===== src/rtl/dpll_clk_pkg.sv =====
package dpll_clk_pkg;

    // Loop state: hunting for a first edge, or tracking bit boundaries.
    typedef enum logic {
        MODE_HUNT  = 1'b0,
        MODE_TRACK = 1'b1
    } dpll_mode_e;

endpackage


===== src/rtl/dpll_edge_det.sv =====
module dpll_edge_det (
    input  logic clk,
    input  logic rst_n,
    input  logic tick_en,
    input  logic rx_in,
    output logic edge_tick
);

    typedef struct packed {
        logic prev;
    } edge_st_t;

    edge_st_t st_d, st_q;

    always_comb begin
        st_d = st_q;
        if (tick_en) begin
            st_d.prev = rx_in;
        end
        edge_tick = tick_en & (rx_in ^ st_q.prev);
    end

    always_ff @(posedge clk or negedge rst_n) begin
        if (!rst_n) begin
            st_q <= '0;
        end else begin
            st_q <= st_d;
        end
    end

    // the remembered level only moves on a tick
    a_r8_prev_holds: assert property (@(posedge clk) disable iff (!rst_n)
        !tick_en |=> $stable(st_q.prev));

endmodule


===== src/rtl/dpll_phase.sv =====
module dpll_phase
    import dpll_clk_pkg::*;
#(
    parameter int unsigned BIT_TICKS = 16,
    parameter int unsigned WIN_PRE   = 2,
    parameter int unsigned WIN_POST  = 2
) (
    input  logic clk,
    input  logic rst_n,
    input  logic tick_en,
    input  logic dpll_en,
    input  logic fm_sel,
    input  logic edge_tick,
    input  logic drop_lock,
    output logic locked,
    output logic win_close,
    output logic win_hit,
    output logic bit_stb
);

    localparam int unsigned PH_W = $clog2(BIT_TICKS);
    localparam logic [PH_W-1:0] LAST_PH  = PH_W'(BIT_TICKS - 1);
    localparam logic [PH_W-1:0] EARLY_PH = PH_W'(BIT_TICKS - WIN_PRE);
    localparam logic [PH_W-1:0] LATE_PH  = PH_W'(WIN_POST);
    localparam logic [PH_W-1:0] CLOSE_PH = PH_W'(WIN_POST + 1);
    localparam logic [PH_W-1:0] STB_PH   = PH_W'(BIT_TICKS / 2);

    typedef struct packed {
        dpll_mode_e      mode;
        logic [PH_W-1:0] phase;
        logic            hit;
        logic            alt;
        logic            stb;
    } ph_st_t;

    ph_st_t st_d, st_q;

    function automatic logic [PH_W-1:0] ph_inc(input logic [PH_W-1:0] p);
        if (p == LAST_PH) begin
            return '0;
        end
        return p + 1'b1;
    endfunction

    logic tracking;
    logic early_edge;
    logic late_edge;
    logic in_window;
    logic may_correct;

    always_comb begin
        tracking    = (st_q.mode == MODE_TRACK);
        early_edge  = (st_q.phase >= EARLY_PH);
        late_edge   = (st_q.phase != '0) && (st_q.phase <= LATE_PH);
        in_window   = early_edge || (st_q.phase <= LATE_PH);
        may_correct = !fm_sel || st_q.alt;
        win_close   = tick_en && tracking && (st_q.phase == CLOSE_PH);
        win_hit     = st_q.hit;

        st_d     = st_q;
        st_d.stb = 1'b0;

        if (!dpll_en) begin
            st_d = '0;
        end else if (tick_en) begin
            if (!tracking) begin
                if (edge_tick) begin
                    st_d.mode  = MODE_TRACK;
                    st_d.phase = ph_inc('0);
                    st_d.hit   = 1'b1;
                    st_d.alt   = 1'b0;
                end
            end else begin
                st_d.phase = ph_inc(st_q.phase);
                if (st_q.phase == STB_PH) begin
                    st_d.stb = 1'b1;
                end
                if (edge_tick && in_window && !st_q.hit) begin
                    st_d.hit = 1'b1;
                    if (may_correct) begin
                        if (early_edge) begin
                            st_d.phase = ph_inc(ph_inc(st_q.phase));
                        end else if (late_edge) begin
                            st_d.phase = st_q.phase;
                        end
                    end
                end
                if (win_close) begin
                    st_d.hit = 1'b0;
                    st_d.alt = ~st_q.alt;
                end
                if (drop_lock) begin
                    st_d.mode  = MODE_HUNT;
                    st_d.phase = '0;
                    st_d.hit   = 1'b0;
                    st_d.alt   = 1'b0;
                end
            end
        end

        locked  = tracking;
        bit_stb = st_q.stb;
    end

    always_ff @(posedge clk or negedge rst_n) begin
        if (!rst_n) begin
            st_q <= '0;
        end else begin
            st_q <= st_d;
        end
    end

    // nothing advances on a clock without a tick
    a_r8_frozen_without_tick: assert property (@(posedge clk) disable iff (!rst_n)
        (dpll_en && !tick_en) |=> ($stable(st_q.phase) && $stable(st_q.mode)));

    // a disabled loop is searching and silent on the next clock
    a_r1_idle_when_off: assert property (@(posedge clk) disable iff (!rst_n)
        !dpll_en |=> (st_q.mode == MODE_HUNT && !bit_stb));

    // a tracking tick moves the phase by 0, 1 or 2 ticks
    a_r3_bounded_step: assert property (@(posedge clk) disable iff (!rst_n)
        (tick_en && dpll_en && tracking && !drop_lock) |=>
        (((int'(st_q.phase) + int'(BIT_TICKS) - int'($past(st_q.phase))) % int'(BIT_TICKS)) <= 2));

    // the strobe is a single-clock pulse
    a_r2_strobe_pulse: assert property (@(posedge clk) disable iff (!rst_n)
        bit_stb |=> !bit_stb);

endmodule


===== src/rtl/dpll_miss.sv =====
module dpll_miss #(
    parameter int unsigned GAP_W = 4
) (
    input  logic             clk,
    input  logic             rst_n,
    input  logic             dpll_en,
    input  logic             fm_sel,
    input  logic [GAP_W-1:0] gap_lim,
    input  logic             win_close,
    input  logic             win_hit,
    output logic             drop_lock,
    output logic             miss_one,
    output logic             miss_two
);

    typedef struct packed {
        logic [GAP_W-1:0] gap;
        logic             consec;
        logic             m1;
        logic             m2;
    } miss_st_t;

    miss_st_t st_d, st_q;

    logic [GAP_W-1:0] lim_eff;
    logic [GAP_W:0]   gap_next;
    logic             miss_evt;

    always_comb begin
        lim_eff   = (gap_lim == '0) ? GAP_W'(1) : gap_lim;
        gap_next  = {1'b0, st_q.gap} + 1'b1;
        miss_evt  = win_close && !win_hit && (fm_sel || (gap_next >= {1'b0, lim_eff}));
        drop_lock = miss_evt && st_q.consec;

        st_d = st_q;
        if (!dpll_en) begin
            st_d = '0;
        end else if (win_close) begin
            if (win_hit) begin
                st_d.gap    = '0;
                st_d.consec = 1'b0;
            end else if (miss_evt) begin
                st_d.gap = '0;
                st_d.m1  = 1'b1;
                if (st_q.consec) begin
                    st_d.m2     = 1'b1;
                    st_d.consec = 1'b0;
                end else begin
                    st_d.consec = 1'b1;
                end
            end else begin
                st_d.gap = gap_next[GAP_W-1:0];
            end
        end

        miss_one = st_q.m1;
        miss_two = st_q.m2;
    end

    always_ff @(posedge clk or negedge rst_n) begin
        if (!rst_n) begin
            st_q <= '0;
        end else begin
            st_q <= st_d;
        end
    end

    // the second latch never stands without the first
    a_r7_two_implies_one: assert property (@(posedge clk) disable iff (!rst_n)
        miss_two |-> miss_one);

    // the first latch is sticky while enabled
    a_r6_one_sticky: assert property (@(posedge clk) disable iff (!rst_n)
        (dpll_en && miss_one) |=> miss_one);

    // disabling clears both latches
    a_r1_latches_clear: assert property (@(posedge clk) disable iff (!rst_n)
        !dpll_en |=> (!miss_one && !miss_two));

    // a latch only rises after a closing window that saw no edge
    a_r5_miss_after_empty_window: assert property (@(posedge clk) disable iff (!rst_n)
        $rose(miss_one) |-> ($past(win_close) && !$past(win_hit)));

    // in biphase mode every empty window is a miss
    a_r4_fm_empty_window_misses: assert property (@(posedge clk) disable iff (!rst_n)
        (dpll_en && fm_sel && win_close && !win_hit) |=> miss_one);

endmodule


===== src/rtl/dpll_clk_recovery.sv =====
module dpll_clk_recovery #(
    parameter int unsigned BIT_TICKS = 16,
    parameter int unsigned WIN_PRE   = 2,
    parameter int unsigned WIN_POST  = 2,
    parameter int unsigned GAP_W     = 4
) (
    input  logic             clk,
    input  logic             rst_n,
    input  logic             tick_en,
    input  logic             dpll_en,
    input  logic             fm_sel,
    input  logic             rx_in,
    input  logic [GAP_W-1:0] gap_lim,
    output logic             bit_stb,
    output logic             locked,
    output logic             miss_one,
    output logic             miss_two
);

    logic edge_tick;
    logic drop_lock;
    logic win_close;
    logic win_hit;

    dpll_edge_det u_edge (
        .clk       (clk),
        .rst_n     (rst_n),
        .tick_en   (tick_en),
        .rx_in     (rx_in),
        .edge_tick (edge_tick)
    );

    dpll_phase #(
        .BIT_TICKS (BIT_TICKS),
        .WIN_PRE   (WIN_PRE),
        .WIN_POST  (WIN_POST)
    ) u_phase (
        .clk       (clk),
        .rst_n     (rst_n),
        .tick_en   (tick_en),
        .dpll_en   (dpll_en),
        .fm_sel    (fm_sel),
        .edge_tick (edge_tick),
        .drop_lock (drop_lock),
        .locked    (locked),
        .win_close (win_close),
        .win_hit   (win_hit),
        .bit_stb   (bit_stb)
    );

    dpll_miss #(
        .GAP_W (GAP_W)
    ) u_miss (
        .clk       (clk),
        .rst_n     (rst_n),
        .dpll_en   (dpll_en),
        .fm_sel    (fm_sel),
        .gap_lim   (gap_lim),
        .win_close (win_close),
        .win_hit   (win_hit),
        .drop_lock (drop_lock),
        .miss_one  (miss_one),
        .miss_two  (miss_two)
    );

    // the second miss takes the loop out of tracking at once
    a_r7_two_misses_unlock: assert property (@(posedge clk) disable iff (!rst_n)
        $rose(miss_two) |-> !locked);

    // a strobe is only produced by a loop that was tracking
    a_r9_strobe_needs_lock: assert property (@(posedge clk) disable iff (!rst_n)
        bit_stb |-> $past(locked));

endmodule


===== config.mk =====
export PLATFORM = sky130hd
export DESIGN_NAME = dpll_clk_recovery
export DESIGN_NICKNAME = d
export VERILOG_FILES = /design/src/rtl/dpll_clk_pkg.sv /design/src/rtl/dpll_edge_det.sv /design/src/rtl/dpll_phase.sv /design/src/rtl/dpll_miss.sv /design/src/rtl/dpll_clk_recovery.sv
export SDC_FILE = /design/constraint.sdc
export NUM_CORES = 1
export LEC_CHECK = 0
export ABC_AREA = 1
export BUFFER_PORTS_ARGS = -buffer_cell sky130_fd_sc_hd__buf_2
export CORE_AREA = 2 2 56 58
export CTS_BUF_LIST = sky130_fd_sc_hd__clkbuf_16
export CTS_CLUSTER_SIZE = 28
export DETAILED_ROUTE_END_ITERATION = 8
export DIE_AREA = 0 0 58 60
export SYNTH_ARGS = -nofsm -noshare
export SYNTH_HDL_FRONTEND = slang
export SYNTH_HIERARCHICAL = 1
export SYNTH_SLANG_ARGS = --single-unit
export TNS_END_PERCENT = 10

===== constraint.sdc =====
create_clock -name clk -period 2.4 [get_ports clk]
set_input_delay 0.48 -clock clk [delete_from_list [all_inputs] [get_ports clk]]
set_output_delay 0.48 -clock clk [all_outputs]
set_load 0.01 [all_outputs]

# Yosys cells after proc, flatten, opt, wreduce, memory -nomap -nowiden

Index checks and enable logic that the tools add are counted.
Widths: inputs -> output; s select.

Bits in read-only memories: 0
Memories: 0
Output and inout port bits: 4
Bits in registers: 16
Latch bits: 0
Word-level logic and storage cells: 103
Bits in writable memories: 0
Input port bits: 10

Order comparisons: 3
Reduce and logical (&&, ||, !) cells: 21
Add/subtract/negate cells: 3
Equality and inequality tests: 14
Multiplexer cells: 49
Bitwise operators: 3
Divide/modulo/power cells: 0
Shift-type cells: 0
Multiply operators: 0

Operators by type and width:

| kind                | count |
|---|---|
| $mux 4              | 16 |
| $mux 7              | 5 |
| $mux 1              | 21 |
| $mux 8              | 2 |
| $eq 4x4->1 const B  | 3 |
| $reduce_and 3->1    | 4 |
| $mux 5              | 2 |
| $add 4x1->4 const B | 2 |
| $logic_and 1x1->1   | 8 |
| $ne 7x7->1 const B  | 1 |
| $ne 2x1->1 const B  | 3 |
| $ne 3x1->1 const B  | 2 |
| $add 4x1->5 const B | 1 |
| $ge 5x4->1          | 1 |
| $ne 5x4->1 const B  | 1 |
| $eq 4x2->1 const B  | 1 |
| $ge 4x4->1 const B  | 1 |
| $le 4x2->1 const B  | 1 |
| $logic_not 4->1     | 1 |
| $mux 2              | 2 |
| $ne 2x2->1 const B  | 2 |
| $ne 4x3->1 const B  | 1 |
| $reduce_and 4->1    | 1 |
| $reduce_bool 4->1   | 1 |
| other kinds (7)     | 10 |

# Depth between registers and ports, before layout

Gate-level depths: netlist of the first run.

Word-level depth: 32
Gate-level depth with buffers: 18
Depth with buffers taken out: 18

# Hierarchy

Netlist of the first run, hierarchy kept.

Modules (own cells, without submodules):

| module        | area each (µm²) | seq. area each (µm²) | cells each | times used |
|---|---|---|---|---|
| dpll_phase    | 676.9           | 200.2                | 98         | 1 |
| dpll_miss     | 521.8           | 175.2                | 64         | 1 |
| dpll_edge_det | 55.1            | 25.0                 | 8          | 1 |

# Least setup slack after synthesis of the first run

Ideal clock, no wire load.

Path kind: input -> register
From: in gap_lim[3]
To: reg u_phase/st_q[5] (netlist bit)
Setup slack: 0.328 ns
Path buffers: 0
Library setup time: 0.083 ns
Stages on the path: 18
Data arrival time: 1.989 ns
Required time: 2.317 ns
Cell sequence: inv_1 > a31o_1 > ha_1 > inv_1 > nand2_1 > nand2_1 > nand2_1 > nand2_1 > nand2_1 > nand2_1 > nand2_2 > nand3_1 > inv_1 > nor2_2 > nand2_1 > clkinv_1 > nand3_1 > o21ai_0

Cells in the longest elaborated chain, start to end: 10
Elaborated cells on any way between the ends: 12
Classes of those cells: order compare: 1; eq/ne: 1; mux: 5; reduce/logical: 5

Ends and longest elaborated chain:

| element              | line                    | RTL |
|---|---|---|
| start, declared      | dpll_clk_recovery.sv:13 | `input logic [GAP_W-1:0] gap_lim,` |
| $logic_not 4->1      | dpll_miss.sv:30         | `lim_eff = (gap_lim == '0) ? GAP_W'(1) : gap_lim;` |
| $mux 4 *             | dpll_miss.sv:30         |  |
| $ge 5x4->1 *         | dpll_miss.sv:32         | `miss_evt = win_close && !win_hit && (fm_sel \|\| (gap_next >= {1'b0, lim_eff}));` |
| $logic_or 1x1->1 *   | dpll_miss.sv:32         |  |
| $logic_and 1x1->1 *  | dpll_miss.sv:32         |  |
| $logic_and 1x1->1 *  | dpll_miss.sv:33         | `drop_lock = miss_evt && st_q.consec;` |
| named net drop_lock  | dpll_clk_recovery.sv:21 | `logic drop_lock;` |
| $mux 7               | dpll_phase.sv:92        | `if (drop_lock) begin` |
| $mux 7               | dpll_phase.sv:66        | `if (!tracking) begin` |
| $mux 8               | dpll_phase.sv:65        | `end else if (tick_en) begin` |
| $mux 8               | dpll_phase.sv:63        | `if (!dpll_en) begin` |
| end signal, assigned | dpll_phase.sv:109       | `st_q <= st_d;` |
| end, declared        | dpll_phase.sv:36        | `ph_st_t st_d, st_q;` |

The timed path passes the listed nets; every way through them passes the cells marked *. The select of a mux whose other input is x is not followed.
A chain may end at the register's enable or synchronous reset.

# Worst setup path in the final report of the first run

From: reg u_miss/st_q[3] (netlist bit)
To: reg u_phase/st_q[1] (netlist bit)

Cells in the longest elaborated chain, start to end: 9
Elaborated cells on any way between the ends: 11
Classes of those cells: add/sub: 1; order compare: 1; eq/ne: 1; mux: 4; reduce/logical: 4

Ends and longest elaborated chain:

| element                | line                    | RTL |
|---|---|---|
| start, declared        | dpll_miss.sv:23         | `miss_st_t st_d, st_q;` |
| start signal, assigned | dpll_miss.sv:64         | `st_q <= st_d;` |
| $add 4x1->5 *          | dpll_miss.sv:31         | `gap_next = {1'b0, st_q.gap} + 1'b1;` |
| $ge 5x4->1 *           | dpll_miss.sv:32         |  |
| $logic_or 1x1->1 *     | dpll_miss.sv:32         |  |
| $logic_and 1x1->1 *    | dpll_miss.sv:32         |  |
| $logic_and 1x1->1 *    | dpll_miss.sv:33         |  |
| named net drop_lock    | dpll_clk_recovery.sv:21 |  |
| $mux 7                 | dpll_phase.sv:92        |  |
| $mux 7                 | dpll_phase.sv:66        |  |
| $mux 8                 | dpll_phase.sv:65        |  |
| $mux 8                 | dpll_phase.sv:63        |  |

Marked as above.

==> flow_summary.html, run 1 <==
<table>
<tr><th>Metric</th><th>Value</th></tr>
<tr><th colspan="2">Status</th></tr>
<tr><td>Result of the run</td><td>finished clean</td></tr>
<tr><th colspan="2">Yosys</th></tr>
<tr><td>Commonest cells in the netlist</td><td>48 x nand2_1, 24 x inv_1, 16 x dfrtp_1</td></tr>
<tr><td>Portion of the post-synthesis area used by sequential elements</td><td>0.3194</td></tr>
<tr><td>Most instantiated library cell after synthesis</td><td>nand2_1</td></tr>
<tr><td>Top_reg_cell synth</td><td>dfrtp_1</td></tr>
<tr><td>Syn avg cell area</td><td>7.375 sq um</td></tr>
<tr><td>Post-synthesis instance area</td><td>0.001254 sq mm</td></tr>
<tr><td>Yosys cell types</td><td>30</td></tr>
<tr><td>Number of enable flip-flop cells after synthesis</td><td>0</td></tr>
<tr><td>Post-synthesis instance total</td><td>170</td></tr>
<tr><td>Biggest area consumer among synthesized cells</td><td>dfrtp_1</td></tr>
<tr><td>Synth async-reset ratio</td><td>1.000</td></tr>
<tr><td>Post-Syn Nets</td><td>189</td></tr>
<tr><td>Share of the synthesized area in the top cell type</td><td>0.3194</td></tr>
<tr><td>Leading post-synthesis cells by cell area</td><td>dfrtp_1 32%, nand2_1 14%, ha_1 9.0%, inv_1 7.2%, o21ai_2 3.5%</td></tr>
<tr><td>Total of flip-flops plus latches after synthesis</td><td>16</td></tr>
<tr><td>Yosys warning count</td><td>6</td></tr>
<tr><th colspan="2">Setup path</th></tr>
<tr><td>Required time of the critical path</td><td>2.53 ns</td></tr>
<tr><td>Register-to-register setup slack</td><td>0.21 ns</td></tr>
<tr><td>Largest fanout on the critical path</td><td>5</td></tr>
<tr><td>Type of element capturing the critical path</td><td>flop</td></tr>
<tr><td>Category of the critical setup timing path</td><td>flop to flop</td></tr>
<tr><td>Critical Path AT</td><td>2.32 ns</td></tr>
<tr><td>Kind of start point of the critical path</td><td>flop</td></tr>
<tr><th colspan="2">Die</th></tr>
<tr><td>Core region area</td><td>0.002903 sq mm</td></tr>
<tr><td>Width of the chip</td><td>58 um</td></tr>
<tr><td>Floorplan row count</td><td>20</td></tr>
<tr><td>Initial cell density of the core</td><td>0.4319</td></tr>
<tr><td>Die boundary height</td><td>60 um</td></tr>
<tr><td>Die Footprint</td><td>0.003480 sq mm</td></tr>
<tr><td>Num ports</td><td>14</td></tr>
<tr><th colspan="2">Clock tree</th></tr>
<tr><td>Clock Path Buffers</td><td>2</td></tr>
<tr><td>Post CTS Setup Buffer Count</td><td>0</td></tr>
<tr><td>Clock latency reported for the late side of the worst-skew pair</td><td>0.24 ns</td></tr>
<tr><td>Maximum level of the CTS H-tree</td><td>1</td></tr>
<tr><td>Number of hold buffers added after cts</td><td>0</td></tr>
<tr><td>Clock sink count</td><td>16</td></tr>
<tr><td>CTS clock-pin slew for the worst setup and hold paths</td><td>0.05 ns</td></tr>
<tr><td>CTS tree</td><td>built</td></tr>
<tr><td>Clock Tree Root</td><td>clkbuf_16</td></tr>
<tr><td>Num CTS Buffers</td><td>3</td></tr>
<tr><th colspan="2">Detailed routing</th></tr>
<tr><td>Number of routed nets with antenna violations</td><td>0</td></tr>
<tr><td>Drt drc</td><td>0</td></tr>
<tr><td>Vias per cell</td><td>4.842</td></tr>
<tr><td>Total wirelength of the detailed-routed design</td><td>2417 um</td></tr>
<tr><td>Total via count in the routed design</td><td>1070</td></tr>
<tr><td>Number of detailed-routing iterations run before antenna repair</td><td>4</td></tr>
<tr><td>Routed length per instance</td><td>10.94 um</td></tr>
<tr><td>DRC violation total after the first TritonRoute iteration</td><td>18</td></tr>
<tr><th colspan="2">Run</th></tr>
<tr><td>Count of max-cap constraint violations</td><td>0</td></tr>
<tr><th colspan="2">GRT</th></tr>
<tr><td>Global-route wire length before repair</td><td>4347 um</td></tr>
<tr><td>Pin count of the biggest net entering global routing</td><td>17</td></tr>
<tr><td>Initial antenna violation count</td><td>0</td></tr>
<tr><td>Global route total overflow</td><td>0</td></tr>
<tr><td>Global routing usage summed across all routing layers</td><td>0.1627</td></tr>
<tr><td>Vias in the first global route</td><td>982</td></tr>
<tr><th colspan="2">Timing</th></tr>
<tr><td>Fin Setup TNS</td><td>0 ns</td></tr>
<tr><td>Worst slew slack as a fraction of its limit</td><td>0.7633</td></tr>
<tr><td>Period minus WS final</td><td>2.194 ns</td></tr>
<tr><td>Achievable Freq</td><td>0.4558 GHz</td></tr>
<tr><td>Transition time at the pin with the least slew margin</td><td>0.3551 ns</td></tr>
<tr><td>Final Hold Violating Endpoints</td><td>0</td></tr>
<tr><td>Setup-violating endpoint count in the final report</td><td>0</td></tr>
<tr><td>Final Max Tran Viols</td><td>0</td></tr>
<tr><td>Unrepaired setup endpoints after global routing</td><td>false</td></tr>
<tr><td>Clock Skew</td><td>0.001265 ns</td></tr>
<tr><td>Ratio of final minimum period to clock period</td><td>0.9142</td></tr>
<tr><th colspan="2">Power and ir drop</th></tr>
<tr><td>Peak supply drop</td><td>0.4046 mV</td></tr>
<tr><td>Switching power as a share of total power</td><td>0.2678</td></tr>
<tr><td>Ratio of total power to cell area</td><td>532.6 mW/mm^2</td></tr>
<tr><td>Switching power total</td><td>0.0002070 W</td></tr>
<tr><td>Internal power of the cells</td><td>0.0005659 W</td></tr>
<tr><td>Logic gate share of total power</td><td>0.191</td></tr>
<tr><td>Part of the power in the clock network</td><td>0.410</td></tr>
<tr><td>Total power of the final layout</td><td>0.0007730 W</td></tr>
<tr><td>Leak pwr</td><td>0.7518 nW</td></tr>
<tr><td>Sequential share of power</td><td>0.399</td></tr>
<tr><th colspan="2">Cells and area</th></tr>
<tr><td>Layout Area Growth over Synthesis</td><td>15.77%</td></tr>
<tr><td>Fraction of final layout cells sized beyond drive strength 1</td><td>0.2500</td></tr>
<tr><td>Final net count</td><td>208</td></tr>
<tr><td>Diodes inserted</td><td>0</td></tr>
<tr><th colspan="2">Place</th></tr>
<tr><td>Global placement routability congestion</td><td>0.8991</td></tr>
<tr><td>Post-detailed-placement half-perimeter wirelength</td><td>2008 um</td></tr>
<tr><td>Number of buffer cells added on primary ports</td><td>13</td></tr>
<tr><th colspan="2">Worst hold path</th></tr>
<tr><td>Worst hold path type</td><td>input pin to async pin</td></tr>
</table>
cells in the final DEF (no fill, tap or decap), types with 2 or more instances in the layout:
cell type and count:
nor2_2 3, a31oi_1 2, a21oi_1 4, clkbuf_16 3, clkinv_1 2, nand2_1 48, nor2_1 11, o21ai_1 4
ha_1 9, inv_1 24, o21ai_0 3, nand2_2 5, o21ai_2 5, inv_2 6, buf_2 13, nand3_1 7
xor2_1 3, dfrtp_1 16, nor2_4 3, nand4_1 2, nor3_1 2, nand3_2 2
worst paths after layout:
kind	from	endpoint	cells past startpoint
max	u_miss/st_q[3]	u_phase/st_q[1]	15
min	rst_n	u_phase/locked	1
max reg2reg	u_miss/st_q[3]	u_phase/st_q[1]	15
min reg2reg	u_miss/st_q[4]	u_miss/st_q[4]	2
max in group asynchronous	rst_n	u_miss/st_q[6]	1
min in group clk	rx_in	u_edge/st_q	3
stage by stage:
| step | instances | utilization | worst slack [ns] | cell area (sq um) | hold WS [ns] |
|---|---|---|---|---|---|
| after floorplan | 170 | - | 0.3280 | 1254 | 0.1844 |
| after global placement | 217 | 0.4711 | 0.1436 | 1368 | 0.4134 |
| after detailed placement | 217 | 0.4711 | 0.05419 | 1368 | 0.4164 |
| after CTS | 221 | 0.4983 | 0.1409 | 1446 | 0.1552 |
| after global routing | 221 | 0.5000 | 0.01754 | 1451 | 0.1743 |
| final | 221 | 0.5000 | 0.2059 | 1451 | 0.1436 |
power groups by stage:
stage | sequential (W) | clock, W | combinational (W)
5_1_grt | 0.000312 | 0.000344 | 0.000169
2_1_floorplan | 0.000308 | 0 | 0.000110
3_5_place_dp | 0.000313 | 0 | 0.000148
3_3_place_gp | 0.000312 | 0 | 0.000144
6_report | 0.000308 | 0.000317 | 0.000148
4_1_cts | 0.000308 | 0.000332 | 0.000149
registers in the layout (all words and copies together) (netlist names):
signal,count
u_phase/st_q,5
u_edge/st_q,1
u_miss/st_q,5
u_phase/bit_stb,1
u_miss/miss_two,1
u_phase/win_hit,1
u_phase/locked,1
u_miss/miss_one,1
routing by layer:
metal,global-route usage,part of all wire
met3,0.02597,0.031
met4,0.05980,0.0095
met1,0.2239,0.50
met5,0,0
met2,0.2581,0.46
area by class of cell:
type	instances	area, sq um
inverter	31	116.4
tap	33	41.29
timing repair buffer	14	72.57
clock inverter	1	3.754
sequential	16	400.4
multi-input combinational	123	742.0
fill	296	1451
clock buffer	3	75.07
critical path: stages, from the launching register on:
cell and delay [ns]:
dfrtp_1 0.43, ha_1 0.35, ha_1 0.29, nand2_1 0.05
nand2_1 0.05, nand2_1 0.04, nand2_1 0.05, nand2_1 0.05
nand2_2 0.08, nand3_1 0.10, inv_1 0.14, nor2_4 0.07
o21ai_0 0.07, nand2_1 0.12, a31oi_1 0.15, a21oi_1 0.05
timing repair:
action,in CTS,in global routing
hold endpoints to repair,0,0
resized for setup,0,2
endpoints found under the setup margin,0,2
logic make-up (layout without fill, tap and decap cells):
logic type               after synthesis  count (layout)  synth area share
AND/OR/NAND/NOR                       88              88            0.3453
buffers and inverters                 31              49           0.09281
AO/OA/AOI/OAI                         22              22            0.1248
flip-flops                            16              16            0.3194
adder cells (fa/ha/maj)                9               9           0.08982
XOR/XNOR                               4               4           0.02795
Power figures use the tool's default switching activity.
==> inputs of run 2 (changes only) <==
--- a/config.mk
+++ b/config.mk
@@ -7,11 +7,12 @@
 export LEC_CHECK = 0
 export ABC_AREA = 1
 export BUFFER_PORTS_ARGS = -buffer_cell sky130_fd_sc_hd__buf_2
-export CORE_AREA = 2 2 56 58
+export CORE_AREA = 2 2 50 52
 export CTS_BUF_LIST = sky130_fd_sc_hd__clkbuf_16
 export CTS_CLUSTER_SIZE = 28
 export DETAILED_ROUTE_END_ITERATION = 8
-export DIE_AREA = 0 0 58 60
+export DIE_AREA = 0 0 52 54
+export PLACE_DENSITY = 0.76
 export SYNTH_ARGS = -nofsm -noshare
 export SYNTH_HDL_FRONTEND = slang
 export SYNTH_HIERARCHICAL = 1
==> flow_summary.html, run 2 (synthesis gave the netlist of run 1 again) <==
<table>
<tr><th>Metric</th><th>Value</th></tr>
<tr><th colspan="2">Cells and area</th></tr>
<tr><td>Final std cell area, no fill</td><td>0.001445 sq mm</td></tr>
<tr><td>Fraction of final layout cells sized beyond drive strength 1</td><td>0.2567</td></tr>
<tr><td>Top library cells by usage in the layout, fill and taps aside</td><td>48 x nand2_1, 24 x inv_1, 15 x dfrtp_1</td></tr>
<tr><td>Diodes inserted</td><td>0</td></tr>
<tr><td>Post-route insts no fill</td><td>217</td></tr>
<tr><td>Most common library cell in the layout ignoring fill and taps</td><td>nand2_1</td></tr>
<tr><td>Registers with the most flip-flops</td><td>u_miss/st_q (5), u_phase/st_q (5)</td></tr>
<tr><td>Final net count</td><td>208</td></tr>
<tr><td>Layout Area Growth over Synthesis</td><td>15.27%</td></tr>
<tr><th colspan="2">Clock tree</th></tr>
<tr><td>Num CTS Buffers</td><td>3</td></tr>
<tr><td>Post-cts sizing count</td><td>0</td></tr>
<tr><td>Clock Tree Root</td><td>clkbuf_16</td></tr>
<tr><td>Post CTS Setup Buffer Count</td><td>0</td></tr>
<tr><td>Maximum level of the CTS H-tree</td><td>1</td></tr>
<tr><td>Clock latency reported for the late side of the worst-skew pair</td><td>0.24 ns</td></tr>
<tr><td>Number of hold buffers added after cts</td><td>0</td></tr>
<tr><td>Clock sink count</td><td>16</td></tr>
<tr><td>CTS tree</td><td>built</td></tr>
<tr><td>Clock Path Buffers</td><td>2</td></tr>
<tr><td>CTS clock-pin slew for the worst setup and hold paths</td><td>0.05 ns</td></tr>
<tr><th colspan="2">Detailed routing</th></tr>
<tr><td>Total via count in the routed design</td><td>1160</td></tr>
<tr><td>Drt drc</td><td>0</td></tr>
<tr><td>DRC violation total after the first TritonRoute iteration</td><td>31</td></tr>
<tr><td>Vias per cell</td><td>5.346</td></tr>
<tr><td>Number of routed nets with antenna violations</td><td>0</td></tr>
<tr><td>Number of detailed-routing iterations run before antenna repair</td><td>4</td></tr>
<tr><td>Routed length per instance</td><td>12.75 um</td></tr>
<tr><td>Total wirelength of the detailed-routed design</td><td>2766 um</td></tr>
<tr><th colspan="2">Setup path</th></tr>
<tr><td>Category of the critical setup timing path</td><td>flop to flop</td></tr>
<tr><td>CP endpoint</td><td>u_phase/st_q[1]</td></tr>
<tr><td>Worst Reg2Reg Path Length in Cells</td><td>14</td></tr>
<tr><td>Start of the worst register-to-register path</td><td>u_miss/st_q[3]</td></tr>
<tr><td>Critical Path AT</td><td>2.37 ns</td></tr>
<tr><td>Register-to-register setup slack</td><td>0.19 ns</td></tr>
<tr><td>Largest fanout on the critical path</td><td>5</td></tr>
<tr><td>Type of element capturing the critical path</td><td>flop</td></tr>
<tr><td>Kind of start point of the critical path</td><td>flop</td></tr>
<tr><td>Required time of the critical path</td><td>2.56 ns</td></tr>
<tr><td>Reg-to-reg critical path endpoint</td><td>u_phase/st_q[1]</td></tr>
<tr><td>CP Launch Point</td><td>u_miss/st_q[3]</td></tr>
<tr><th colspan="2">GRT</th></tr>
<tr><td>Global route total overflow</td><td>0</td></tr>
<tr><td>Global-route wire length before repair</td><td>4802 um</td></tr>
<tr><td>Initial antenna violation count</td><td>0</td></tr>
<tr><td>Global routing usage summed across all routing layers</td><td>0.2349</td></tr>
<tr><td>Vias in the first global route</td><td>1140</td></tr>
<tr><td>Pin count of the biggest net entering global routing</td><td>17</td></tr>
<tr><th colspan="2">Die</th></tr>
<tr><td>Floorplan row count</td><td>18</td></tr>
<tr><td>Die boundary height</td><td>54 um</td></tr>
<tr><td>Die Footprint</td><td>0.002808 sq mm</td></tr>
<tr><td>Initial cell density of the core</td><td>0.5405</td></tr>
<tr><td>Num ports</td><td>14</td></tr>
<tr><td>Width of the chip</td><td>52 um</td></tr>
<tr><td>Core region area</td><td>0.002320 sq mm</td></tr>
<tr><th colspan="2">Timing</th></tr>
<tr><td>Ratio of final minimum period to clock period</td><td>0.9208</td></tr>
<tr><td>Worst slew slack as a fraction of its limit</td><td>0.7600</td></tr>
<tr><td>Transition time at the pin with the least slew margin</td><td>0.3599 ns</td></tr>
<tr><td>Setup-violating endpoint count in the final report</td><td>0</td></tr>
<tr><td>Unrepaired setup endpoints after global routing</td><td>false</td></tr>
<tr><td>Achievable Freq</td><td>0.4525 GHz</td></tr>
<tr><td>Clock Skew</td><td>0.0007696 ns</td></tr>
<tr><td>Period minus WS final</td><td>2.210 ns</td></tr>
<tr><td>Fin Setup TNS</td><td>0 ns</td></tr>
<tr><td>Final Max Tran Viols</td><td>0</td></tr>
<tr><td>Final Hold Violating Endpoints</td><td>0</td></tr>
<tr><th colspan="2">Place</th></tr>
<tr><td>Number of cells in the design after placement</td><td>214</td></tr>
<tr><td>Total cell area at the placement stage</td><td>0.001364 sq mm</td></tr>
<tr><td>Global placement routability congestion</td><td>0.8458</td></tr>
<tr><td>Number of buffer cells added on primary ports</td><td>13</td></tr>
<tr><td>Post-detailed-placement half-perimeter wirelength</td><td>2161 um</td></tr>
<tr><th colspan="2">Status</th></tr>
<tr><td>Result of the run</td><td>finished clean</td></tr>
<tr><th colspan="2">Run</th></tr>
<tr><td>Count of max-cap constraint violations</td><td>0</td></tr>
<tr><th colspan="2">Power and ir drop</th></tr>
<tr><td>Leak pwr</td><td>0.7475 nW</td></tr>
<tr><td>Total power of the final layout</td><td>0.0007799 W</td></tr>
<tr><td>Peak supply drop</td><td>0.4188 mV</td></tr>
<tr><td>Ratio of total power to cell area</td><td>539.7 mW/mm^2</td></tr>
<tr><th colspan="2">Worst hold path</th></tr>
<tr><td>Worst hold path type</td><td>input pin to async pin</td></tr>
</table>
## run 2: changes by cell type in the layout (fill, tap and decap cells not counted)
cell,before,now
clkinv_1,2,1
dfrtp_2,0,1
dfrtp_1,16,15
## run 2: worst min-delay path by stage
stage	start	end	depth (start not counted)
after global placement	rst_n	u_miss/miss_one	1
after floorplan	rst_n	u_edge/st_q	0
after detailed placement	rst_n	u_miss/miss_one	1
final	rst_n	u_miss/miss_one	1
after CTS	rst_n	u_phase/bit_stb	1
after global routing	rst_n	u_phase/bit_stb	1
## run 2: critical path, stage by stage, from the launching register on
cell and delay (ns):
dfrtp_2 0.43, ha_1 0.24, xor2_1 0.22, ha_1 0.27, nand2_1 0.07, nand2_1 0.04
nand2_1 0.06, nand2_2 0.07, nand3_1 0.10, inv_1 0.10, nor2_4 0.13, o21ai_0 0.10
nand2_1 0.12, a31oi_1 0.05, a21oi_1 0.13
## run 2: final cells by class
type	count	area (sq um)
inverter	31	116.4
timing repair buffer	14	72.57
tap	30	37.54
sequential	16	401.6
clock buffer	3	75.07
fill	219	874.6
multi-input combinational	123	742.0
## run 2: stage by stage
step	hold slack [ns]	setup slack, ns	utilization
finish	0.1410	0.1901	0.6230
CTS	0.1533	0.1210	0.6203
detailed placement	0.4176	0.006549	0.5879
global route	0.1733	0.002422	0.6230
floorplan	0.1844	0.3280	-
global placement	0.4065	0.1406	0.5879
## run 2: routing by layer
layer  global-route usage  wire length [um]  vias to the layer above
met5                    0                 0                        -
met4              0.09649                65                        0
met3              0.03333               109                        8
met2               0.4620              1493                       39
met1               0.2483              1097                      547
li1                     -                 -                      566
## run 2: report_power, final
part           internal [W]  total (W)  leakage [nW]  switching, W
Clock              0.000219   0.000320        0.0370      0.000101
Combinational     0.0000578   0.000152         0.496     0.0000938
Sequential         0.000288   0.000309         0.214     0.0000205
==> inputs of run 3 (changes only) <==
--- a/config.mk
+++ b/config.mk
@@ -7,12 +7,15 @@
 export LEC_CHECK = 0
 export ABC_AREA = 1
 export BUFFER_PORTS_ARGS = -buffer_cell sky130_fd_sc_hd__buf_2
-export CORE_AREA = 2 2 50 52
+export CELL_PAD_IN_SITES_DETAIL_PLACEMENT = 1
+export CELL_PAD_IN_SITES_GLOBAL_PLACEMENT = 1
+export CORE_AREA = 2 2 58 60
 export CTS_BUF_LIST = sky130_fd_sc_hd__clkbuf_16
 export CTS_CLUSTER_SIZE = 28
 export DETAILED_ROUTE_END_ITERATION = 8
-export DIE_AREA = 0 0 52 54
-export PLACE_DENSITY = 0.76
+export DIE_AREA = 0 0 60 62
+export PLACE_DENSITY_LB_ADDON = 0.1
+export RECOVER_POWER = 100
 export SYNTH_ARGS = -nofsm -noshare
 export SYNTH_HDL_FRONTEND = slang
 export SYNTH_HIERARCHICAL = 1
==> flow_summary.html, run 3 (synthesis gave the netlist of run 1 again) <==
<table>
<tr><th>Metric</th><th>Value</th></tr>
<tr><th colspan="2">Cells and area</th></tr>
<tr><td>Most common library cell in the layout ignoring fill and taps</td><td>nand2_1</td></tr>
<tr><td>Final net count</td><td>209</td></tr>
<tr><td>Fraction of final layout cells sized beyond drive strength 1</td><td>0.1958</td></tr>
<tr><td>Diodes inserted</td><td>0</td></tr>
<tr><td>Top library cells by usage in the layout, fill and taps aside</td><td>52 x nand2_1, 23 x inv_1, 16 x dfrtp_1</td></tr>
<tr><td>Registers with the most flip-flops</td><td>u_miss/st_q (5), u_phase/st_q (5)</td></tr>
<tr><td>Final std cell area, no fill</td><td>0.001426 sq mm</td></tr>
<tr><td>Layout Area Growth over Synthesis</td><td>13.77%</td></tr>
<tr><td>Final core utilization</td><td>0.4486</td></tr>
<tr><th colspan="2">Setup path</th></tr>
<tr><td>CP most frequent cell</td><td>nand2_1</td></tr>
<tr><td>Largest fanout on the critical path</td><td>4</td></tr>
<tr><td>Register-to-register setup slack</td><td>0.25 ns</td></tr>
<tr><td>Largest delay share family, worst path</td><td>simple AND/OR/NAND/NOR gates</td></tr>
<tr><td>Worst Reg2Reg Path Length in Cells</td><td>15</td></tr>
<tr><td>Delay of the slowest cell on the worst path</td><td>0.39 ns</td></tr>
<tr><td>Start of the worst register-to-register path</td><td>u_miss/st_q[3]</td></tr>
<tr><td>Type of element capturing the critical path</td><td>flop</td></tr>
<tr><td>Slowest library cell on the worst path</td><td>dfrtp_1</td></tr>
<tr><td>Critical path cell sequence</td><td>ha_1, ha_1, nand2_1, nand2_1, nand2_1, nand2_1, nand2_1, nand2_1, nand3_1, inv_2, nor2_4, nand2_1, clkinv_1, nand3_1, o21ai_0</td></tr>
<tr><td>Critical Path AT</td><td>2.32 ns</td></tr>
<tr><td>Required time of the critical path</td><td>2.57 ns</td></tr>
<tr><td>Number of buffer and inverter instances along the worst setup path</td><td>2</td></tr>
<tr><td>CP Launch Point</td><td>u_miss/st_q[3]</td></tr>
<tr><td>Cell depth of the worst setup path</td><td>15</td></tr>
<tr><td>CP endpoint</td><td>u_phase/st_q[5]</td></tr>
<tr><td>Reg-to-reg critical path endpoint</td><td>u_phase/st_q[5]</td></tr>
<tr><td>Category of the critical setup timing path</td><td>flop to flop</td></tr>
<tr><td>Kind of start point of the critical path</td><td>flop</td></tr>
<tr><th colspan="2">Timing</th></tr>
<tr><td>Final Hold Violating Endpoints</td><td>0</td></tr>
<tr><td>Achievable Freq</td><td>0.4646 GHz</td></tr>
<tr><td>Transition time at the pin with the least slew margin</td><td>0.9173 ns</td></tr>
<tr><td>Period minus WS final</td><td>2.152 ns</td></tr>
<tr><td>Worst slew slack as a fraction of its limit</td><td>0.3885</td></tr>
<tr><td>Unrepaired setup endpoints after global routing</td><td>false</td></tr>
<tr><td>Final Max Tran Viols</td><td>0</td></tr>
<tr><td>Worst-case setup margin in the final layout</td><td>0.2475 ns</td></tr>
<tr><td>Setup-violating endpoint count in the final report</td><td>0</td></tr>
<tr><td>Fin Setup TNS</td><td>0 ns</td></tr>
<tr><td>Clock Skew</td><td>0.001067 ns</td></tr>
<tr><td>Ratio of final minimum period to clock period</td><td>0.8969</td></tr>
<tr><th colspan="2">Place</th></tr>
<tr><td>Post-detailed-placement half-perimeter wirelength</td><td>2549 um</td></tr>
<tr><td>Worst Setup Slack post-DPL</td><td>0.01928 ns</td></tr>
<tr><td>Number of buffer cells added on primary ports</td><td>13</td></tr>
<tr><td>Global placement routability congestion</td><td>0.8262</td></tr>
<tr><td>Total cell area at the placement stage</td><td>0.001391 sq mm</td></tr>
<tr><th colspan="2">GRT</th></tr>
<tr><td>Initial antenna violation count</td><td>0</td></tr>
<tr><td>Global-route wire length before repair</td><td>5264 um</td></tr>
<tr><td>Vias in the first global route</td><td>1168</td></tr>
<tr><td>Global route total overflow</td><td>0</td></tr>
<tr><td>Global routing usage summed across all routing layers</td><td>0.1901</td></tr>
<tr><td>Pin count of the biggest net entering global routing</td><td>17</td></tr>
<tr><th colspan="2">Die</th></tr>
<tr><td>Die Footprint</td><td>0.003720 sq mm</td></tr>
<tr><td>Width of the chip</td><td>60 um</td></tr>
<tr><td>Floorplan row count</td><td>21</td></tr>
<tr><td>Initial cell density of the core</td><td>0.3943</td></tr>
<tr><td>Num ports</td><td>14</td></tr>
<tr><td>Die boundary height</td><td>62 um</td></tr>
<tr><td>Core region area</td><td>0.003179 sq mm</td></tr>
<tr><th colspan="2">Clock tree</th></tr>
<tr><td>Num CTS Buffers</td><td>3</td></tr>
<tr><td>Clock Tree Root</td><td>clkbuf_16</td></tr>
<tr><td>CTS clock-pin slew for the worst setup and hold paths</td><td>0.05 ns</td></tr>
<tr><td>Clock sink count</td><td>16</td></tr>
<tr><td>Maximum level of the CTS H-tree</td><td>1</td></tr>
<tr><td>Clock Path Buffers</td><td>2</td></tr>
<tr><td>Clock latency reported for the late side of the worst-skew pair</td><td>0.24 ns</td></tr>
<tr><td>CTS tree</td><td>built</td></tr>
<tr><th colspan="2">Detailed routing</th></tr>
<tr><td>Routed length per instance</td><td>13.32 um</td></tr>
<tr><td>Vias per cell</td><td>4.791</td></tr>
<tr><td>Drt drc</td><td>0</td></tr>
<tr><td>Total wirelength of the detailed-routed design</td><td>3130 um</td></tr>
<tr><td>Number of detailed-routing iterations run before antenna repair</td><td>4</td></tr>
<tr><td>DRC violation total after the first TritonRoute iteration</td><td>40</td></tr>
<tr><td>Total via count in the routed design</td><td>1126</td></tr>
<tr><td>Number of routed nets with antenna violations</td><td>0</td></tr>
<tr><th colspan="2">Power and ir drop</th></tr>
<tr><td>Part of the power in the clock network</td><td>0.418</td></tr>
<tr><td>Switching power total</td><td>0.0002200 W</td></tr>
<tr><td>Peak supply drop</td><td>0.2716 mV</td></tr>
<tr><td>Ratio of total power to cell area</td><td>549.4 mW/mm^2</td></tr>
<tr><td>Total power of the final layout</td><td>0.0007837 W</td></tr>
<tr><td>Switching power as a share of total power</td><td>0.2808</td></tr>
<tr><td>Logic gate share of total power</td><td>0.189</td></tr>
<tr><td>Internal power of the cells</td><td>0.0005636 W</td></tr>
<tr><td>Sequential share of power</td><td>0.393</td></tr>
<tr><td>Leak pwr</td><td>0.7203 nW</td></tr>
<tr><th colspan="2">Status</th></tr>
<tr><td>Result of the run</td><td>finished clean</td></tr>
<tr><th colspan="2">Worst hold path</th></tr>
<tr><td>Worst hold path type</td><td>input pin to async pin</td></tr>
<tr><th colspan="2">Run</th></tr>
<tr><td>Count of max-cap constraint violations</td><td>0</td></tr>
</table>
[run 3: changes by cell type in the layout (fill, tap and decap cells not counted), sizes merged]
| cell | before | now |
|---|---|---|
| clkbuf | 3 | 8 |
| buf | 14 | 10 |
| clkinv | 1 | 2 |
[run 3: how the worst min path moves through the flow]
stage | endpoint | slack (ns) | cells past startpoint
finish | u_miss/st_q[3] | 0.35 | 1
global placement | u_miss/st_q[2] | 0.41 | 1
global route | u_phase/locked | 0.42 | 1
floorplan | u_edge/st_q | 0.18 | 0
CTS | u_miss/st_q[2] | 0.16 | 1
detailed placement | u_miss/st_q[2] | 0.43 | 1
[run 3: layout make-up]
class,instances,area (sq um)
clock inverter,1,3.754
multi-input combinational,123,699.4
inverter,31,116.4
sequential,16,400.4
tap,46,57.56
timing repair buffer,15,73.82
fill,426,1753
clock buffer,3,75.07
[run 3: metrics by stage]
step	hold WS, ns	instances
global route	0.4226	235
detailed placement	0.4255	231
global placement	0.4141	231
finish	0.3474	235
floorplan	0.1844	170
CTS	0.1598	235
[run 3: layer usage]
| metal | wire, um | share of wire | vias to the layer above | global-route usage |
|---|---|---|---|---|
| met1 | 1375 | 0.44 | 542 | 0.2186 |
| met5 | 0 | 0 | - | 0 |
| met4 | 19 | 0.0061 | 0 | 0.04444 |
| met2 | 1706 | 0.55 | 8 | 0.3711 |
| li1 | - | - | 574 | - |
| met3 | 28 | 0.0089 | 2 | 0.02484 |
[run 3: repair_timing]
item                       4_1_cts  5_1_grt
buffers inserted                 0        0
hold buffers                     0        0
setup endpoints to repair        0        3
gates resized for setup          0        2
[run 3: power by group through the flow]
stage | clock (W) | sequential [W] | combinational, W
after CTS | 0.000336 | 0.000308 | 0.000162
after global placement | 0 | 0.000311 | 0.000154
after detailed placement | 0 | 0.000313 | 0.000162
after global routing | 0.000345 | 0.000311 | 0.000171
final | 0.000327 | 0.000308 | 0.000148
after floorplan | 0 | 0.000308 | 0.000110
